**config.mk**
```make
export PLATFORM = sky130hd
export DESIGN_NAME = emmc_hwrst_seq
export DESIGN_NICKNAME = d
export VERILOG_FILES = /design/src/rtl/emmc_hwrst_pkg.sv /design/src/rtl/hwrst_timer.sv /design/src/rtl/hwrst_fsm.sv /design/src/rtl/hwrst_pin_bank.sv /design/src/rtl/emmc_hwrst_seq.sv
export SDC_FILE = /design/constraint.sdc
export NUM_CORES = 1
export LEC_CHECK = 0
export BUFFER_PORTS_ARGS = -buffer_cell sky130_fd_sc_hd__buf_2
export CAP_MARGIN = 5
export CELL_PAD_IN_SITES_DETAIL_PLACEMENT = 1
export CELL_PAD_IN_SITES_GLOBAL_PLACEMENT = 1
export CORE_UTILIZATION = 40
export CTS_BUF_LIST = sky130_fd_sc_hd__clkbuf_4
export CTS_CLUSTER_DIAMETER = 40
export CTS_CLUSTER_SIZE = 20
export DETAILED_ROUTE_END_ITERATION = 8
export HOLD_SLACK_MARGIN = 0.06
export PLACE_DENSITY_LB_ADDON = 0.1
export SLEW_MARGIN = 30
export SYNTH_ARGS = -nofsm -noshare
export SYNTH_HDL_FRONTEND = slang
export SYNTH_HIERARCHICAL = 1
export SYNTH_SLANG_ARGS = --single-unit
```
**constraint.sdc**
```tcl
create_clock -name clk -period 4.85 [get_ports clk]
set_input_delay 0.7275 -clock clk [delete_from_list [all_inputs] [get_ports clk]]
set_output_delay 0.7275 -clock clk [all_outputs]
set_load 0.01 [all_outputs]
```
**src/rtl/emmc_hwrst_pkg.sv**
```systemverilog
package emmc_hwrst_pkg;

  typedef enum logic [2:0] {
    ST_IDLE,
    ST_DMA_SW,
    ST_CTRL,
    ST_PIN_LOW,
    ST_LOCK
  } seq_state_e;

  // whole clock cycles covering dur_ns at hz, rounded up
  function automatic longint unsigned cycles_ceil(input longint unsigned hz,
                                                  input longint unsigned dur_ns);
    return (hz * dur_ns + 64'd999_999_999) / 64'd1_000_000_000;
  endfunction

endpackage

```
**src/rtl/hwrst_timer.sv**
```systemverilog
module hwrst_timer #(
  parameter int TW = 16
) (
  input  logic          clk,
  input  logic          rst_n,
  input  logic          restart,
  input  logic [TW-1:0] limit,
  output logic          expire
);
  logic [TW-1:0] cnt_q;

  always_ff @(posedge clk or negedge rst_n) begin
    if (!rst_n)       cnt_q <= '0;
    else if (restart) cnt_q <= '0;
    else              cnt_q <= cnt_q + 1'b1;
  end

  assign expire = (cnt_q == limit - 1'b1);
endmodule

```
**src/rtl/hwrst_fsm.sv**
```systemverilog
module hwrst_fsm
  import emmc_hwrst_pkg::*;
#(
  parameter int SLOT_W = 2,
  parameter int CCLK_W = 8,
  parameter int TW     = 16,
  parameter int C1US   = 10,
  parameter int C200US = 2000,
  parameter int ACK_TO = 16
) (
  input  logic              clk,
  input  logic              rst_n,
  input  logic              start,
  input  logic [SLOT_W-1:0] slot_sel,
  input  logic              dma_mode,
  input  logic [CCLK_W-1:0] cclk_cycles,
  input  logic              ctrl_rst_done,
  input  logic              tmr_expire,
  output logic              tmr_restart,
  output logic [TW-1:0]     tmr_limit,
  output logic [SLOT_W-1:0] slot_q,
  output logic              pin_low,
  output logic              lock_on,
  output logic              dma_swrst,
  output logic              ctrl_rst_req,
  output logic              busy,
  output logic              done,
  output logic              error
);
  seq_state_e    state_q, state_d;
  logic [TW-1:0] low_q;
  logic          done_q, err_q;
  logic          accept;

  assign accept = (state_q == ST_IDLE) && start;

  always_comb begin
    state_d = state_q;
    unique case (state_q)
      ST_IDLE:    if (start) state_d = dma_mode ? ST_DMA_SW : ST_CTRL;
      ST_DMA_SW:  state_d = ST_CTRL;
      ST_CTRL: begin
        if (ctrl_rst_done)   state_d = ST_PIN_LOW;
        else if (tmr_expire) state_d = ST_IDLE;
      end
      ST_PIN_LOW: if (tmr_expire) state_d = ST_LOCK;
      ST_LOCK:    if (tmr_expire) state_d = ST_IDLE;
      default:    state_d = ST_IDLE;
    endcase
  end

  always_comb begin
    unique case (state_q)
      ST_CTRL:    tmr_limit = TW'(ACK_TO);
      ST_PIN_LOW: tmr_limit = low_q;
      ST_LOCK:    tmr_limit = TW'(C200US);
      default:    tmr_limit = '1;
    endcase
  end

  assign tmr_restart = (state_d != state_q);

  always_ff @(posedge clk or negedge rst_n) begin
    if (!rst_n) begin
      state_q <= ST_IDLE;
      slot_q  <= '0;
      low_q   <= TW'(C1US);
      done_q  <= 1'b0;
      err_q   <= 1'b0;
    end else begin
      state_q <= state_d;
      done_q  <= (state_q == ST_LOCK) && tmr_expire;
      err_q   <= (state_q == ST_CTRL) && !ctrl_rst_done && tmr_expire;
      if (accept) begin
        slot_q <= slot_sel;
        low_q  <= (TW'(cclk_cycles) > TW'(C1US)) ? TW'(cclk_cycles) : TW'(C1US);
      end
    end
  end

  assign pin_low      = (state_q == ST_PIN_LOW);
  assign lock_on      = (state_q == ST_LOCK);
  assign dma_swrst    = (state_q == ST_DMA_SW);
  assign ctrl_rst_req = (state_q == ST_CTRL);
  assign busy         = (state_q != ST_IDLE);
  assign done         = done_q;
  assign error        = err_q;


  busy_start_ignored_chk: assert property (@(posedge clk) disable iff (!rst_n)
    (busy && start) |=> $stable(slot_q));

  dma_skip_chk: assert property (@(posedge clk) disable iff (!rst_n)
    (accept && !dma_mode) |=> !dma_swrst);

  ack_timeout_err_chk: assert property (@(posedge clk) disable iff (!rst_n)
    (ctrl_rst_req && tmr_expire && !ctrl_rst_done) |=> (error && !busy));

  done_single_chk: assert property (@(posedge clk) disable iff (!rst_n)
    done |=> !done);
endmodule

```
**src/rtl/hwrst_pin_bank.sv**
```systemverilog
module hwrst_pin_bank #(
  parameter int NUM_SLOTS = 4,
  parameter int SLOT_W    = 2
) (
  input  logic                 pin_low,
  input  logic                 lock_on,
  input  logic [SLOT_W-1:0]    slot_q,
  output logic [NUM_SLOTS-1:0] card_rst_n,
  output logic [NUM_SLOTS-1:0] cmd_inhibit
);
  for (genvar i = 0; i < NUM_SLOTS; i++) begin : g_slot
    logic hit;
    assign hit            = (slot_q == SLOT_W'(i));
    assign card_rst_n[i]  = !(pin_low && hit);
    assign cmd_inhibit[i] = lock_on && hit;
  end
endmodule

```
**src/rtl/emmc_hwrst_seq.sv**
```systemverilog
module emmc_hwrst_seq
  import emmc_hwrst_pkg::*;
#(
  parameter longint unsigned CLK_FREQ_HZ = 100_000_000,
  parameter int NUM_SLOTS   = 2,
  parameter int CCLK_W      = 8,
  parameter int ACK_TIMEOUT = 64,
  localparam int SLOT_W     = (NUM_SLOTS > 1) ? $clog2(NUM_SLOTS) : 1
) (
  input  logic                 clk,
  input  logic                 rst_n,
  input  logic                 start,
  input  logic [SLOT_W-1:0]    slot_sel,
  input  logic                 dma_mode,
  input  logic [CCLK_W-1:0]    cclk_cycles,
  output logic                 dma_swrst,
  output logic                 ctrl_rst_req,
  input  logic                 ctrl_rst_done,
  output logic [NUM_SLOTS-1:0] card_rst_n,
  output logic [NUM_SLOTS-1:0] cmd_inhibit,
  output logic                 busy,
  output logic                 done,
  output logic                 error
);
  localparam int C1US   = int'(cycles_ceil(CLK_FREQ_HZ, 64'd1_000));
  localparam int C200US = int'(cycles_ceil(CLK_FREQ_HZ, 64'd200_000));
  localparam int MAXC_A = (C200US > (1 << CCLK_W)) ? C200US : (1 << CCLK_W);
  localparam int MAXC   = (MAXC_A > ACK_TIMEOUT) ? MAXC_A : ACK_TIMEOUT;
  localparam int TW     = $clog2(MAXC + 1) + 1;

  logic              tmr_restart, tmr_expire;
  logic [TW-1:0]     tmr_limit;
  logic [SLOT_W-1:0] slot_q;
  logic              pin_low, lock_on;

  hwrst_fsm #(
    .SLOT_W(SLOT_W), .CCLK_W(CCLK_W), .TW(TW),
    .C1US(C1US), .C200US(C200US), .ACK_TO(ACK_TIMEOUT)
  ) u_fsm (
    .clk(clk), .rst_n(rst_n), .start(start), .slot_sel(slot_sel),
    .dma_mode(dma_mode), .cclk_cycles(cclk_cycles),
    .ctrl_rst_done(ctrl_rst_done), .tmr_expire(tmr_expire),
    .tmr_restart(tmr_restart), .tmr_limit(tmr_limit), .slot_q(slot_q),
    .pin_low(pin_low), .lock_on(lock_on), .dma_swrst(dma_swrst),
    .ctrl_rst_req(ctrl_rst_req), .busy(busy), .done(done), .error(error)
  );

  hwrst_timer #(.TW(TW)) u_timer (
    .clk(clk), .rst_n(rst_n), .restart(tmr_restart),
    .limit(tmr_limit), .expire(tmr_expire)
  );

  hwrst_pin_bank #(.NUM_SLOTS(NUM_SLOTS), .SLOT_W(SLOT_W)) u_pins (
    .pin_low(pin_low), .lock_on(lock_on), .slot_q(slot_q),
    .card_rst_n(card_rst_n), .cmd_inhibit(cmd_inhibit)
  );

  // pin-width watch: run lengths of low and high pin periods
  logic [NUM_SLOTS-1:0] prev_pins;
  logic [TW-1:0]        low_run, high_run;
  logic                 all_high;
  assign all_high = &card_rst_n;

  always_ff @(posedge clk or negedge rst_n) begin
    if (!rst_n) begin
      prev_pins <= '1;
      low_run   <= '0;
      high_run  <= '1;
    end else begin
      prev_pins <= card_rst_n;
      low_run   <= all_high ? '0 : low_run + 1'b1;
      high_run  <= !all_high ? '0 : ((&high_run) ? high_run : high_run + 1'b1);
    end
  end


  one_slot_low_chk: assert property (@(posedge clk) disable iff (!rst_n)
    $countones(~card_rst_n) <= 1);

  low_width_chk: assert property (@(posedge clk) disable iff (!rst_n)
    (all_high && !(&prev_pins)) |-> (low_run >= TW'(C1US)));

  high_gap_chk: assert property (@(posedge clk) disable iff (!rst_n)
    (!all_high && (&prev_pins)) |-> (high_run >= TW'(C1US)));

  inhibit_after_release_chk: assert property (@(posedge clk) disable iff (!rst_n)
    $rose(|cmd_inhibit) |-> !(&prev_pins));
endmodule

```
==> impl_metrics.toml, run 1 <==
[worst_setup_path]
arrival_ps = 4450
cp-start-kind = "flip-flop"
reg2reg_slack_ps = 620
crit_buf_inv = 2
cp_slowest_cell = "or4_1"
crit_required_ps = 5070
crit_family = "simple AND/OR/NAND/NOR gates"
critPathKind = "reg -> reg"
crit_chain = "nor2b_1 -> o21bai_1 -> o21a_1 -> or4_1 -> nand2b_1 -> xnor2_1 -> nor4b_1 -> o2111ai_1 -> nor4_2 -> buf_4 -> a21oi_1 -> o32ai_2 -> buf_4 -> nor2_1"
cpMostUsedCell = "buf_4"
endpoint_kind = "flip-flop"
worstPathMaxFanout = 16
cpPeakStageDelay_ps = 650

[yosys]
synthesis.nets = 263
async_reset_ff_frac = 1.000
postSynthCellCount = 247
synth_edf_count = 0
avgSynthCellArea_um2 = 8.596
ys_ff_latch = 30
seq_area_frac_synth = 0.3553
syn_area_um2 = 2123
synth_cell_types = 59
synthFlopType = "dfrtp_1"
yosysWarningCount = 6

[sta]
fin_skew_ps = 2.084
finalCritPeriodShare = 0.8725
setup_slack_ps = 618.6
fin_tns_setup_ps = 0
tightest_slew_ps = 851.5
rsz0062_at_grt = "false"
hold_ws_ps = 435.8
fmaxAchievable_mhz = 236.3
setup_viol_count_final = 0
post-route-min-period_ps = 4231
slew-limit-headroom = 0.4303
hold_violations = 0
slew_violations = 0

[finish]
fin_util = 0.4569
antenna_cells = 0
fin_area_um2 = 2333
final_cell_mix = "dfrtp_1, nand2_1, nor2_1"
multi_input_area_um2 = 1269
area_growth_pct = 9.900
drive_above_1_share = 0.1842
nFillCells = 628
layout_commonest_cell = "dfrtp_1"
final_cells = 336
nets = 281
seq_area_um2 = 754.5

[routing]
vias_per_cell = 5.351
wl_per_cell_um = 14.60
drtPass1Iterations = 4
wl_um = 4907
drt_iter0_markers = 57
dr_total_vias = 1798
ant_nets = 0
route.detailed.drc = 0

[place]
placedCellCount = 328
gp_congestion = 0.7682
place_area_um2 = 2273
io_buffers = 22
pre_cts_ws_ps = 473.2
hpwlAfterDp_um = 3650

[clock_tree]
insertion_delay_ps = 330
htree_num_levels = 2
clk_pin_slew_ps = 90
cts_sinks = 30
cts_buffers = 5
cts_setup_buffers = 0
cts_tree = "yes"
root_buffer = "clkbuf_4"
clk_path_buf_depth = 2

[floorplanning]
io_pins = 23
die_y_um = 74.86
die_w_um = 74.86
fp-row-count = 26
core_area_um2 = 5107
dieArea_um2 = 5603
initial_core_util = 0.4157

[flow_run]
cap_violations = 0

[grt]
grt_max_degree = 31
grt_pass1_vias = 1679
grt_usage = 0.1920
antenna_found_initial = 0
grt_pass1_wl_um = 8135
overflow = 0

[status]
status = "complete, no violations"

[power_and_ir_drop]
power_mw = 1.329
p_leak_nw = 1.005
peakVddDrop_mv = 0.2250
power.density_nw_per_um2 = 569.7

[min_path]
hold_class = "in -> async"
## layer usage
| layer | vias to the layer above | routed length (um) | part of all wire | GRT usage |
|---|---|---|---|---|
| met3 | 5 | 94 | 0.019 | 0.03614 |
| met4 | 0 | 57 | 0.012 | 0.05660 |
| met5 | - | 0 | 0 | 0 |
| met1 | 863 | 2507 | 0.51 | 0.2656 |
| met2 | 16 | 2248 | 0.46 | 0.3053 |
| li1 | 914 | - | - | - |
## cells by family after synthesis
logic type	after synthesis	share of synthesized area
AO/OA/AOI/OAI	54	0.1697
XOR/XNOR	29	0.1196
adder cells (fa/ha/maj)	2	0.01178
buffers and inverters	24	0.05598
flip-flops	30	0.3553
AND/OR/NAND/NOR	108	0.2876
## worst paths after layout
check / startpoint / end / cells after the start
max reg2reg: u_fsm/state_q[1] / u_timer/cnt_q[14] / 14
min in group clk: u_fsm/low_q[6] / u_fsm/low_q[6] / 2
min reg2reg: u_fsm/low_q[6] / u_fsm/low_q[6] / 2
max in group asynchronous: rst_n / u_fsm/low_q[3] / 1
max: u_fsm/state_q[1] / u_timer/cnt_q[14] / 14
min: rst_n / u_timer/cnt_q[11] / 1
## repair_timing
| item | CTS | global route |
|---|---|---|
| resized for setup | 0 | 1 |
| setup endpoints to repair | 0 | 16 |
| hold buffers | 0 | 0 |
## flip-flops by register name, summed over array words and instances (netlist names)
signal	count
u_timer/cnt_q	16
u_fsm/low_q	8
u_fsm/state_q	3
u_fsm/done	1
u_fsm/error	1
u_fsm/slot_q	1
## power breakdown
group          switching [mW]  leakage (nW)  internal, mW  total, mW
Sequential             0.0729         0.385         0.319      0.392
Clock                  0.0872        0.0277        0.0515      0.139
Combinational           0.447         0.592         0.351      0.799
Total                   0.607          1.01         0.722       1.33
## synthesized netlist by cell type (all sizes together), types with 2 or more instances
cell	count	share of area
a211oi	5	0.018
or4	2	0.0071
nand2b	5	0.016
nor4b	4	0.019
o21ai	13	0.031
a21oi	9	0.021
nand3	9	0.021
a31oi	3	0.0088
nor2	23	0.041
nor3b	3	0.011
or3	8	0.029
inv	9	0.016
nor4	5	0.021
dfrtp	27	0.32
o22a	2	0.0083
buf	9	0.029
and3	3	0.0088
nor2b	3	0.0088
and2	2	0.0059
or2	2	0.0059
o211ai	2	0.0071
dfstp	3	0.037
nor3	3	0.0071
xnor2	14	0.058
o21a	6	0.021
a22o	2	0.0083
nand2	25	0.044
xor2	15	0.062
ha	2	0.012
clkbuf	6	0.011
nand4	3	0.0088
## cell type report
cell class	instances	share of cell area
Multi-Input combinational cell	193	0.5437
Sequential cell	30	0.3233
Inverter	9	0.01448
Tap cell	70	0.03753
Clock inverter	3	0.004826
Clock buffer	5	0.01609
Timing Repair Buffer	26	0.06005
(Power assumes the default switching activity.)
==> inputs of run 2 (changes only) <==
Clock period 4.85 ns to 3.9 ns, I/O delays scaled along.
==> run 2 against run 1 <==
Compared with the run above: worst setup slack got worse by 440 ps; sequential power rose by 24%; first-iteration DRC count rose by 54%; clock power rose by 33%.
==> impl_metrics.toml, run 2 (synthesized netlist as in run 1, its figures left out) <==
[grt]
grt_usage = 0.2032
grt_pass1_vias = 1776
grt_max_degree = 31
grt_pass1_wl_um = 8569
overflow = 0
antenna_found_initial = 0

[finish]
seq_area_um2 = 757.0
largest_reg_flops = 16
antenna_cells = 0
final_cells = 348
largest_register = "u_timer/cnt_q"
fin_area_um2 = 2551
final_cell_mix = "nand2_1, dfrtp_1, nor2_1"
multi_input_area_um2 = 1359
reg.largest.list = "u_timer/cnt_q: 16 flops, u_fsm/low_q: 8 flops, u_fsm/state_q: 3 flops"
nFillCells = 616
fin_util = 0.4995
area_growth_pct = 20.15
nets = 293
drive_above_1_share = 0.2734

[power_and_ir_drop]
power.density_nw_per_um2 = 768.3
peakVddDrop_mv = 0.2819
p_leak_nw = 1.103

[floorplanning]
io_pins = 23
fp-row-count = 26
die_y_um = 74.86
initial_core_util = 0.4157
dieArea_um2 = 5603
core_area_um2 = 5107
die_w_um = 74.86

[place]
gp_congestion = 0.7404
hpwlAfterDp_um = 3873
io_buffers = 22
place_area_um2 = 2360
pre_cts_ws_ps = -107.7
placedCellCount = 336

[clock_tree]
hold_buffers = 0
cts_sinks = 30
htree_num_levels = 2
cts_tree = "yes"
clk_pin_slew_ps = 100
cts_buffers = 5
insertion_delay_ps = 330
clk_path_buf_depth = 2
root_buffer = "clkbuf_4"

[min_path]
hold_class = "in -> async"

[worst_setup_path]
cp-start-kind = "flip-flop"
arrival_ps = 3940
cpPeakStageDelay_ps = 450
r2r-start = "u_fsm/state_q[2]"
cp_slowest_cell = "dfrtp_2"
crit_required_ps = 4120
cp-startpoint = "u_fsm/state_q[2]"
worstPathMaxFanout = 8
endpoint_kind = "flip-flop"
crit_buf_inv = 2
critPathKind = "reg -> reg"
crit_chain = "or3b_4 -> inv_2 -> nor2_1 -> or3_4 -> or3_4 -> or3_1 -> o22a_1 -> o22a_1 -> nor4_4 -> a21oi_2 -> o32ai_4 -> clkbuf_16 -> nor2_1"
crit_family = "simple AND/OR/NAND/NOR gates"

[routing]
vias_per_cell = 5.486
drt_iter0_markers = 88
route.detailed.drc = 0
wl_per_cell_um = 15.70
dr_total_vias = 1909
wl_um = 5464
drtPass1Iterations = 4
ant_nets = 0

[sta]
slew-limit-headroom = 0.4191
hold_ws_ps = 294.0
setup_slack_ps = 182.6
hold_violations = 0
setup_viol_count_final = 0
fmaxAchievable_mhz = 269.0
post-route-min-period_ps = 3717
fin_skew_ps = 12.09
slew_violations = 0
finalCritPeriodShare = 0.9532
tightest_slew_ps = 849.4

[flow_run]
cap_violations = 0

[status]
status = "complete, no violations"
==> run 2: cell type report <==
type / instances / share of cell area
flip-flops and latches: 30 / 0.2967
multi-input cells: 193 / 0.5326
inverters: 9 / 0.01324
well taps: 70 / 0.03433
repair buffers: 38 / 0.1020
clock buffers: 6 / 0.01766
clock inverters: 2 / 0.003433
==> run 2: final timing paths <==
path | depth (start not counted) | end | slack, ps
setup / recovery | 13 | u_timer/cnt_q[12] | 180
hold / removal | 1 | u_timer/cnt_q[9] | 290
setup reg to reg | 13 | u_timer/cnt_q[12] | 180
hold reg to reg | 2 | u_fsm/low_q[5] | 460
max in group asynchronous | 1 | u_fsm/state_q[1] | 3110
min in group clk | 3 | u_fsm/slot_q | 450
==> run 2: repair_timing <==
item / 4_1_cts / 5_1_grt
setup buffers: 0 / 3
gates cloned: 0 / 1
resized for setup: 5 / 14
setup endpoints to repair: 16 / 16
pin swaps: 1 / 5
==> run 2: routing by layer <==
metal | global-route usage | part of all wire | up-vias
met5 | 0 | 0 | -
li1 | - | - | 937
met1 | 0.2771 | 0.47 | 941
met4 | 0.04612 | 0.0073 | 0
met3 | 0.04016 | 0.024 | 6
met2 | 0.3333 | 0.50 | 25
==> run 2: per-stage QoR <==
step / setup TNS [ps] / power [mW]
after floorplan: 0 / 1.310
after global placement: -1061 / 1.589
after detailed placement: -1508 / 1.611
after CTS: 0 / 1.835
after global routing: -24.68 / 2.120
final: 0 / 1.960
==> run 2: power by group <==
part / total, mW / leakage (nW) / internal, mW / switching, mW
Combinational: 1.29 / 0.687 / 0.609 / 0.678
Clock: 0.185 / 0.0331 / 0.0746 / 0.111
Sequential: 0.488 / 0.383 / 0.398 / 0.0906
==> inputs of run 3 (changes only) <==
Settings changed: CORE_ASPECT_RATIO from default to 0.75, REMOVE_ABC_BUFFERS from default to 1.
==> run 3 against run 2 <==
Compared with the run above: worst setup slack worse by 49 ps; hold slack worse by 13 ps; maximum frequency down 1.3%; global-route usage up 2.5 points; utilization up 2.9 points; critical path depth up 2; sequential share of layout area down 1.1 points; first-iteration DRC count down 30%; register-to-register slack worse by 50 ps; non-clock buffer count up 19; power up 5.2%; sequential power down 1%.
==> impl_metrics.toml, run 3 (synthesized netlist as in run 1, its figures left out) <==
[status]
status = "complete, no violations"

[worst_setup_path]
reg2reg_slack_ps = 130
worstPathMaxFanout = 16
crit_required_ps = 4170
r2r_cells = 15
cp-start-kind = "flip-flop"
critPathKind = "reg -> reg"
arrival_ps = 4040
r2r-start = "u_fsm/state_q[1]"
r2r_end = "u_timer/cnt_q[10]"
endpoint_kind = "flip-flop"

[routing]
wl_um = 5885
drtPass1Iterations = 4
wl_per_cell_um = 15.95
route.detailed.drc = 0
ant_nets = 0
drt_iter0_markers = 62
dr_total_vias = 1954
vias_per_cell = 5.295

[finish]
largest_reg_flops = 16
area_growth_pct = 24.69
final_cell_mix = "buf_4, dfrtp_1, nand2_1"
fin_util = 0.5285
layout_commonest_cell = "buf_4"
largest_register = "u_timer/cnt_q"
antenna_cells = 0
nets = 312
drive_above_1_share = 0.3030
reg.largest.list = "u_timer/cnt_q: 16 flops, u_fsm/low_q: 8 flops, u_fsm/state_q: 3 flops"

[floorplanning]
die_w_um = 86.13
io_pins = 23
dieArea_um2 = 5607
fp-row-count = 22
die_y_um = 65.10
core_area_um2 = 5010
initial_core_util = 0.4238

[power_and_ir_drop]
p_seq_frac = 0.234
power.share.clock = 0.090
peakVddDrop_mv = 0.4259
p_switching_mw = 0.9019
power_mw = 2.063
p_leak_nw = 1.184
power.density_nw_per_um2 = 779.1
combPwrFrac = 0.676
swShare = 0.4373
p_int_mw = 1.161

[sta]
finalCritPeriodShare = 0.9656
post-route-min-period_ps = 3766
fin_tns_setup_ps = 0
fmaxAchievable_mhz = 265.5
slew_violations = 0
setup_viol_count_final = 0
slew-limit-headroom = 0.4178
setup_slack_ps = 134.1
fin_skew_ps = 15.66
hold_violations = 0
hold_ws_ps = 281.3
tightest_slew_ps = 861.1

[clock_tree]
cts_sinks = 30
clk_path_buf_depth = 2
hold_buffers = 0
insertion_delay_ps = 340
root_buffer = "clkbuf_4"
clk_pin_slew_ps = 110
cts_buffers = 5
htree_num_levels = 2
cts_tree = "yes"

[grt]
grt_max_degree = 31
antenna_found_initial = 0
overflow = 0
grt_pass1_wl_um = 9763
grt_usage = 0.2277
grt_pass1_vias = 1965

[place]
gp_congestion = 0.7907
pre_cts_ws_ps = -153.5
io_buffers = 22
hpwlAfterDp_um = 4380

[flow_run]
cap_violations = 0

[min_path]
hold_class = "in -> async"
run 3: area by class of cell:
type                       instances  area [um2]
fill                             627        2362
multi-input combinational        193        1329
sequential                        30       755.7
timing repair buffer              57       385.4
tap                               72       90.09
clock buffer                       6       45.04
inverter                           9       33.78
clock inverter                     2       8.758
run 3: metrics by stage:
| stage | instance area [um2] | std cells |
|---|---|---|
| after detailed placement | 2497 | 358 |
| after floorplan | 2038 | 232 |
| after CTS | 2571 | 367 |
| final | 2648 | 369 |
| after global placement | 2486 | 358 |
| after global routing | 2648 | 369 |
run 3: worst max-delay path, stage by stage (launching register included):
cell and delay (ps):
dfrtp_1 440, or3b_2 480, inv_1 100, nor2_1 60, or3_4 380, or3_4 340, buf_4 160, nor4_1 320
o22a_1 200, o22a_1 210, nor4_4 80, buf_4 170, a21oi_1 240, o32ai_4 150, buf_12 200, a21oi_1 130
run 3: power by group through the flow:
stage	registers [mW]	clock network (mW)	logic [mW]
3_3_place_gp	0.484	0	1.20
4_1_cts	0.481	0.196	1.31
6_report	0.482	0.186	1.39
3_5_place_dp	0.487	0	1.26
2_1_floorplan	0.468	0	0.763
5_1_grt	0.495	0.209	1.52
run 3: metal layers:
| layer | vias up | share of wire | track usage |
|---|---|---|---|
| li1 | 976 | - | - |
| met1 | 953 | 0.51 | 0.3219 |
| met2 | 19 | 0.45 | 0.3383 |
| met3 | 6 | 0.025 | 0.05905 |
| met4 | 0 | 0.014 | 0.07500 |
| met5 | - | 0 | 0 |
run 3: what timing repair did:
item / in CTS / in global routing
pin swaps: 1 / 3
setup endpoints to repair: 16 / 19
gates cloned: 0 / 0
gates resized for setup: 0 / 13
endpoints found under the hold margin: 0 / 0
buffers inserted: 1 / 2
run 3: how the worst max path moves through the flow:
| stage | from | endpoint | slack, ps | cells past startpoint |
|---|---|---|---|---|
| after global routing | u_fsm/state_q[2] | u_timer/cnt_q[9] | -30 | 14 |
| after global placement | u_fsm/state_q[1] | u_timer/cnt_q[13] | -320 | 15 |
| final | u_fsm/state_q[1] | u_timer/cnt_q[10] | 130 | 15 |
| after detailed placement | u_fsm/state_q[1] | u_timer/cnt_q[15] | -150 | 13 |
| after floorplan | u_fsm/state_q[0] | u_timer/cnt_q[11] | -670 | 12 |
| after CTS | u_fsm/state_q[1] | u_timer/cnt_q[9] | 30 | 14 |
